File: src/rtl/csr_rmw_pkg.sv
package csr_rmw_pkg;
    localparam int ADDR_W = 12;
    localparam int FLAG_W = 5;
    localparam int RND_W  = 3;
    localparam int FCTL_W = FLAG_W + RND_W;
    localparam int IMM_W  = 5;

    localparam logic [ADDR_W-1:0] ADR_FFLAG = 12'h001;
    localparam logic [ADDR_W-1:0] ADR_FRND  = 12'h002;
    localparam logic [ADDR_W-1:0] ADR_FCTL  = 12'h003;
    localparam logic [ADDR_W-1:0] ADR_XLAT  = 12'h180;

    localparam logic [2:0] OP_RW  = 3'b001;
    localparam logic [2:0] OP_RS  = 3'b010;
    localparam logic [2:0] OP_RC  = 3'b011;
    localparam logic [2:0] OP_RWI = 3'b101;
    localparam logic [2:0] OP_RSI = 3'b110;
    localparam logic [2:0] OP_RCI = 3'b111;

    typedef enum logic {
        ST_IDLE   = 1'b0,
        ST_COMMIT = 1'b1
    } csr_state_e;
endpackage

File: src/rtl/csr_op_alu.sv
module csr_op_alu
    import csr_rmw_pkg::*;
#(
    parameter int XLEN = 32
) (
    input  logic [2:0]      op,
    input  logic [XLEN-1:0] old_val,
    input  logic [XLEN-1:0] operand,
    input  logic            src_zero,
    output logic            wr_en,
    output logic [XLEN-1:0] wr_data
);
    logic [XLEN-1:0] src;
    logic            no_src;

    always_comb begin
        // immediate forms take a zero-extended 5-bit field
        src    = op[2] ? {{(XLEN-IMM_W){1'b0}}, operand[IMM_W-1:0]} : operand;
        no_src = op[2] ? (operand[IMM_W-1:0] == '0) : src_zero;
        wr_en   = 1'b0;
        wr_data = old_val;
        case (op)
            OP_RW, OP_RWI: begin
                wr_en   = 1'b1;
                wr_data = src;
            end
            OP_RS, OP_RSI: begin
                wr_en   = !no_src;
                wr_data = old_val | src;
            end
            OP_RC, OP_RCI: begin
                wr_en   = !no_src;
                wr_data = old_val & ~src;
            end
            default: begin
                wr_en   = 1'b0;
                wr_data = old_val;
            end
        endcase
    end
endmodule

File: src/rtl/csr_store.sv
module csr_store
    import csr_rmw_pkg::*;
#(
    parameter int                XLEN         = 32,
    parameter int                NUM_SCRATCH  = 4,
    parameter logic [ADDR_W-1:0] SCRATCH_BASE = 12'h340
) (
    input  logic              clk,
    input  logic              rst_n,
    input  logic [ADDR_W-1:0] rd_addr,
    output logic [XLEN-1:0]   rd_data,
    input  logic              wr_en,
    input  logic [ADDR_W-1:0] wr_addr,
    input  logic [XLEN-1:0]   wr_data
);
    logic [FCTL_W-1:0]    fctl_q;
    logic [XLEN-1:0]      xlat_q;
    logic [XLEN-1:0]      slot_q [NUM_SCRATCH];
    logic [NUM_SCRATCH-1:0] slot_hit_rd;
    logic [NUM_SCRATCH-1:0] slot_hit_wr;

    // combined floating-point control register with its two field views
    always_ff @(posedge clk or negedge rst_n) begin
        if (!rst_n) begin
            fctl_q <= '0;
        end else if (wr_en) begin
            case (wr_addr)
                ADR_FFLAG: fctl_q[FLAG_W-1:0]      <= wr_data[FLAG_W-1:0];
                ADR_FRND:  fctl_q[FCTL_W-1:FLAG_W] <= wr_data[RND_W-1:0];
                ADR_FCTL:  fctl_q                  <= wr_data[FCTL_W-1:0];
                default:   fctl_q                  <= fctl_q;
            endcase
        end
    end

    always_ff @(posedge clk or negedge rst_n) begin
        if (!rst_n) begin
            xlat_q <= '0;
        end else if (wr_en && wr_addr == ADR_XLAT) begin
            xlat_q <= wr_data;
        end
    end

    for (genvar i = 0; i < NUM_SCRATCH; i++) begin : g_slot
        localparam logic [ADDR_W-1:0] SLOT_ADR = SCRATCH_BASE + ADDR_W'(i);
        assign slot_hit_rd[i] = (rd_addr == SLOT_ADR);
        assign slot_hit_wr[i] = (wr_addr == SLOT_ADR);
        always_ff @(posedge clk or negedge rst_n) begin
            if (!rst_n) begin
                slot_q[i] <= '0;
            end else if (wr_en && slot_hit_wr[i]) begin
                slot_q[i] <= wr_data;
            end
        end
    end

    always_comb begin
        rd_data = '0;
        case (rd_addr)
            ADR_FFLAG: rd_data[FLAG_W-1:0] = fctl_q[FLAG_W-1:0];
            ADR_FRND:  rd_data[RND_W-1:0]  = fctl_q[FCTL_W-1:FLAG_W];
            ADR_FCTL:  rd_data[FCTL_W-1:0] = fctl_q;
            ADR_XLAT:  rd_data             = xlat_q;
            default: begin
                for (int i = 0; i < NUM_SCRATCH; i++) begin
                    if (slot_hit_rd[i]) begin
                        rd_data = rd_data | slot_q[i];
                    end
                end
            end
        endcase
    end
endmodule

File: src/rtl/csr_rmw_unit.sv
module csr_rmw_unit
    import csr_rmw_pkg::*;
#(
    parameter int                XLEN         = 32,
    parameter int                NUM_SCRATCH  = 4,
    parameter logic [ADDR_W-1:0] SCRATCH_BASE = 12'h340
) (
    input  logic              clk,
    input  logic              rst_n,
    input  logic              req_valid,
    output logic              req_ready,
    input  logic [ADDR_W-1:0] req_addr,
    input  logic [2:0]        req_op,
    input  logic [XLEN-1:0]   req_operand,
    input  logic              req_src_zero,
    input  logic              req_dst_zero,
    output logic              resp_valid,
    output logic [XLEN-1:0]   resp_old,
    output logic              resp_rd_we,
    output logic              mmu_notify,
    output logic [XLEN-1:0]   mmu_value
);
    csr_state_e        state_q, state_d;
    logic              accept;
    logic [XLEN-1:0]   cur_val;
    logic              calc_we;
    logic [XLEN-1:0]   calc_data;
    logic [ADDR_W-1:0] addr_q;
    logic [XLEN-1:0]   old_q;
    logic [XLEN-1:0]   new_q;
    logic              we_q;
    logic              dstz_q;
    logic              commit_we;

    assign accept    = (state_q == ST_IDLE) && req_valid;
    assign commit_we = (state_q == ST_COMMIT) && we_q;

    csr_store #(
        .XLEN        (XLEN),
        .NUM_SCRATCH (NUM_SCRATCH),
        .SCRATCH_BASE(SCRATCH_BASE)
    ) u_store (
        .clk    (clk),
        .rst_n  (rst_n),
        .rd_addr(req_addr),
        .rd_data(cur_val),
        .wr_en  (commit_we),
        .wr_addr(addr_q),
        .wr_data(new_q)
    );

    csr_op_alu #(
        .XLEN(XLEN)
    ) u_alu (
        .op      (req_op),
        .old_val (cur_val),
        .operand (req_operand),
        .src_zero(req_src_zero),
        .wr_en   (calc_we),
        .wr_data (calc_data)
    );

    // state register
    always_ff @(posedge clk or negedge rst_n) begin
        if (!rst_n) begin
            state_q <= ST_IDLE;
        end else begin
            state_q <= state_d;
        end
    end

    // transitions: accept (IDLE->COMMIT), retire (COMMIT->IDLE)
    always_comb begin
        state_d = state_q;
        unique case (state_q)
            ST_IDLE:   if (req_valid) state_d = ST_COMMIT;
            ST_COMMIT: state_d = ST_IDLE;
        endcase
    end

    // request capture on accept: old value is latched before any write
    always_ff @(posedge clk or negedge rst_n) begin
        if (!rst_n) begin
            addr_q <= '0;
            old_q  <= '0;
            new_q  <= '0;
            we_q   <= 1'b0;
            dstz_q <= 1'b1;
        end else if (accept) begin
            addr_q <= req_addr;
            old_q  <= cur_val;
            new_q  <= calc_data;
            we_q   <= calc_we;
            dstz_q <= req_dst_zero;
        end
    end

    // outputs
    always_comb begin
        req_ready  = 1'b0;
        resp_valid = 1'b0;
        resp_old   = '0;
        resp_rd_we = 1'b0;
        mmu_notify = 1'b0;
        mmu_value  = '0;
        unique case (state_q)
            ST_IDLE: begin
                req_ready = 1'b1;
            end
            ST_COMMIT: begin
                resp_valid = 1'b1;
                resp_old   = old_q;
                resp_rd_we = !dstz_q;
                mmu_notify = we_q && (addr_q == ADR_XLAT);
                mmu_value  = mmu_notify ? new_q : '0;
            end
        endcase
    end
endmodule

File: config.mk
export PLATFORM = sky130hd
export DESIGN_NAME = csr_rmw_unit
export DESIGN_NICKNAME = d
export VERILOG_FILES = /design/src/rtl/csr_rmw_pkg.sv /design/src/rtl/csr_op_alu.sv /design/src/rtl/csr_store.sv /design/src/rtl/csr_rmw_unit.sv
export SDC_FILE = /design/constraint.sdc
export NUM_CORES = 1
export LEC_CHECK = 0
export ABC_AREA = 1
export BUFFER_PORTS_ARGS = -buffer_cell sky130_fd_sc_hd__buf_2
export CAP_MARGIN = 20
export CORE_MARGIN = 8
export CORE_UTILIZATION = 45
export CTS_BUF_LIST = sky130_fd_sc_hd__clkbuf_4
export DETAILED_ROUTE_END_ITERATION = 8
export SLEW_MARGIN = 20
export SYNTH_ARGS = -nofsm -noshare
export SYNTH_HDL_FRONTEND = slang
export SYNTH_SLANG_ARGS = --single-unit
File: constraint.sdc
create_clock -name clk -period 1.7 [get_ports clk]
set_input_delay 0.255 -clock clk [delete_from_list [all_inputs] [get_ports clk]]
set_output_delay 0.255 -clock clk [all_outputs]
set_load 0.01 [all_outputs]
==> results.tsv <==
metric	value	unit
Syn-to-layout area delta	28.1	%
IR Drop Worst-Case VDD	0.566	mV
RSZ-0062 raised after global routing	yes	
worst reg2reg path depth	9	
WL final	36900	um
fraction of final layout cells sized beyond drive strength 1	24.3	%
TritonCTS clock tree	done	
drt first pass iters	5	
critical path data required time	1440	ps
failing checks	setup timing	
Post-Synthesis Mean Instance Area	7.85	um^2
classification of the worst setup path	register to output pin	
proportion of netlist area held by the largest area contributor	51.4	%
met3 track utilization from global routing	4.40	%
type of origin of the critical path	register	
arrival time at the worst endpoint	2110	ps
final number of max-transition violations	0	
worst hold path endpoint	new_q[24]	
sequential fraction of the synthesis area	51.6	%
Clock Pin Slew Worst Setup and Hold Paths	60	ps
Post-Layout Cell Count	2121	
pre-CTS worst setup slack	-41.9	ps
Initial DRC Count	983	
Fmax	424	MHz
Cell Count Post-Placement	1958	
vias after detailed routing	11211	
FF+latch count, synth	247	
global-route wire length before repair	58000	um
sum of overflow across all layers after global routing	0	
Final Hold Slack	31.7	ps
met1 Use GR	30.0	%
beginning of the worst hold path	req_operand[24]	
worst hold path depth	5	
busiest grt layer	met2	
setup slack of the critical path after layout	-661	ps
overall track demand over capacity in global routing	22.7	%
most repeated cell in the gate-level netlist after synthesis	sky130_fd_sc_hd__nand2_1	
die area	0.0321	mm^2
CTS H-Tree Depth	3	
via count of the first global-routing pass	11090	
final cell utilization of the core	58.7	%
clock buffer depth	3	
number of synthesized flops with an enable pin	0	
post-synthesis cell type count	33	
number of buffers created by CTS	70	
wire length per cell after detailed routing	17.4	um
routability congestion estimate from global placement	0.809	
width of the die	179	um
Port Buf Inserts	119	
area occupied by multi-input gates	0.00501	mm^2
clock latency on the worst-skew pair	670	ps
final-report hold violation count	0	
Std-Cell Core Area	0.0261	mm^2
static power due to leakage	0.00781	uW
area used by sequential logic in the layout	0.00618	mm^2
Critical Path Sink Type	output pin	
r2r endpoint	u_store.slot_q[18]	
cell types with the highest counts after synthesis	sky130_fd_sc_hd__nand2_1 (360), sky130_fd_sc_hd__dfrtp_1 (246), sky130_fd_sc_hd__nor2_1 (195)	
largest area contributor in the netlist	sky130_fd_sc_hd__dfrtp_1	
number of core rows	59	
CTS Root Buffer Type	sky130_fd_sc_hd__clkbuf_4	
Post-Route Skew	32.6	ps
number of antenna violations at the first check in global routing	1	
setup violators final	100	
share of the clock period used by the worst path	139	%
Routed Antenna Nets	0	
height of the die	179	um
detail-routed via count per cell	5.29	
post-synthesis instance total	1526	
largest fanout on the critical path	48	
fill cell instance count of the final layout	2420	
worst hold-check path type	input port to register	
number of clock sinks	247	
Warnings, synthesis	0	
slew of the pin with the lowest slew margin	502	ps
pin count of the biggest net entering global routing	65	
normalized max-slew margin	66.5	%
Post-synth ARST share	100	%
nets@finish	1795	
R2R Path Start	addr_q[3]	
Post-Syn Area	0.0120	mm^2
post-layout minimum cycle time	2360	ps
ranking of synthesized cells by area	sky130_fd_sc_hd__dfrtp_1 (51%), sky130_fd_sc_hd__nand2_1 (11%), sky130_fd_sc_hd__nand3_1 (6.4%)	
Post-route DRC	0	
initial core utilization	45.9	%
number of I/O pins	120	
half-perimeter wire length after placement	22200	um
ratio of total power to cell area	875	mW/mm^2
result of the run	complete, but fails checks	
met2 demand-to-capacity share in global routing	36.8	%
Reg2Reg Setup Slack	-170	ps
PnR Total Power	13400	uW
most instantiated flip-flop cell in the synthesis netlist	sky130_fd_sc_hd__dfrtp_1	
Max Cap Viol	0	
number of nets in the synthesized netlist	1578	
## repair_timing
action | CTS | global route
gates resized for setup | 34 | 132
setup endpoints to repair | 82 | 126
setup buffers | 3 | 12
pin swaps | 0 | 4
hold buffers | 34 | 0
cloned | 2 | 4
hold endpoints to repair | 276 | 0
## power by group
part	internal, uW	switching (uW)	leakage (uW)
Sequential	6160	201	0.00331
Clock	2870	2480	0.000511
Combinational	659	1060	0.00399
Total	9690	3740	0.00781
## layout make-up
type                            instances  share of cell area (%)
Antenna cell                            1                  0.0163
Clock buffer                          102                    4.99
Timing Repair Buffer                  242                    15.4
Sequential cell                       247                    40.3
Inverter                              142                    3.49
Clock inverter                         12                   0.473
Multi-Input combinational cell       1040                    32.6
Tap cell                              335                    2.73
## kinds of logic after synthesis
kind of cell	share of synthesized area, %
simple gates	27.2
mux	0.251
buf+inv	8.91
flops	51.6
compound gates	12.1
## registers in the layout (all words and copies together), names as in the netlist
signal / flops
u_store.slot_q: 128
dstz_q: 1
u_store.xlat_q: 32
old_q: 32
addr_q: 12
new_q: 32
u_store.fctl_q: 8
state_q: 1
we_q: 1
## metrics by stage
stage          cell area, um^2  TNS (ps)
3_3_place_gp             13500      -624
3_5_place_dp             13500      -663
4_1_cts                  14800    -34950
2_1_floorplan            12000      -676
5_1_grt                  15300    -43520
6_report                 15300    -30950
## worst max-delay path, stage by stage (launching register included)
cell and delay (ps):
sky130_fd_sc_hd__dfrtp_1 400, sky130_fd_sc_hd__nor2_4 130, sky130_fd_sc_hd__nand3_2 110, sky130_fd_sc_hd__nor4_4 190, sky130_fd_sc_hd__nand2_4 80, sky130_fd_sc_hd__buf_12 200
sky130_fd_sc_hd__nor2_1 160, sky130_fd_sc_hd__buf_2 160
## placed cells by master, fill, tap and decap left out, types with 2 or more instances in the layout
cell	n
sky130_fd_sc_hd__clkbuf_16	5
sky130_fd_sc_hd__nor2_2	7
sky130_fd_sc_hd__buf_12	37
sky130_fd_sc_hd__inv_2	31
sky130_fd_sc_hd__nand4_1	25
sky130_fd_sc_hd__nand3_2	3
sky130_fd_sc_hd__o21ai_1	33
sky130_fd_sc_hd__nand2_1	323
sky130_fd_sc_hd__nor2_1	191
sky130_fd_sc_hd__nand3_1	152
sky130_fd_sc_hd__inv_1	113
sky130_fd_sc_hd__a21oi_2	15
sky130_fd_sc_hd__nand2_2	19
sky130_fd_sc_hd__mux2i_1	3
sky130_fd_sc_hd__o21ai_2	4
sky130_fd_sc_hd__clkinv_1	7
sky130_fd_sc_hd__buf_2	92
sky130_fd_sc_hd__buf_6	29
sky130_fd_sc_hd__nor3_2	3
sky130_fd_sc_hd__o21ai_0	138
sky130_fd_sc_hd__clkbuf_4	102
sky130_fd_sc_hd__nand2_4	23
sky130_fd_sc_hd__nor3_4	2
sky130_fd_sc_hd__buf_8	4
sky130_fd_sc_hd__buf_4	41
sky130_fd_sc_hd__dlygate4sd3_1	34
sky130_fd_sc_hd__a21oi_1	83
sky130_fd_sc_hd__dfrtp_1	246
sky130_fd_sc_hd__nor2_4	8
## layer usage
layer | wire, um | up-vias | share of wire (%)
met3 | 2450 | 46 | 6.6
met5 | 0 | - | 0
met4 | 486 | 0 | 1.3
li1 | - | 5378 | -
met1 | 16500 | 5412 | 45
met2 | 17400 | 375 | 47
## how the worst max path moves through the flow
stage                          from       endpoint  cells past startpoint
after detailed placement  addr_q[3]  mmu_value[23]                      7
final                     addr_q[3]  mmu_value[15]                      7
after global placement    addr_q[3]  mmu_value[23]                      7
after CTS                 addr_q[3]  mmu_value[11]                      7
after global routing      addr_q[3]  mmu_value[15]                      7
after floorplan             state_q  mmu_value[22]                      7
Power figures use the tool's default switching activity.
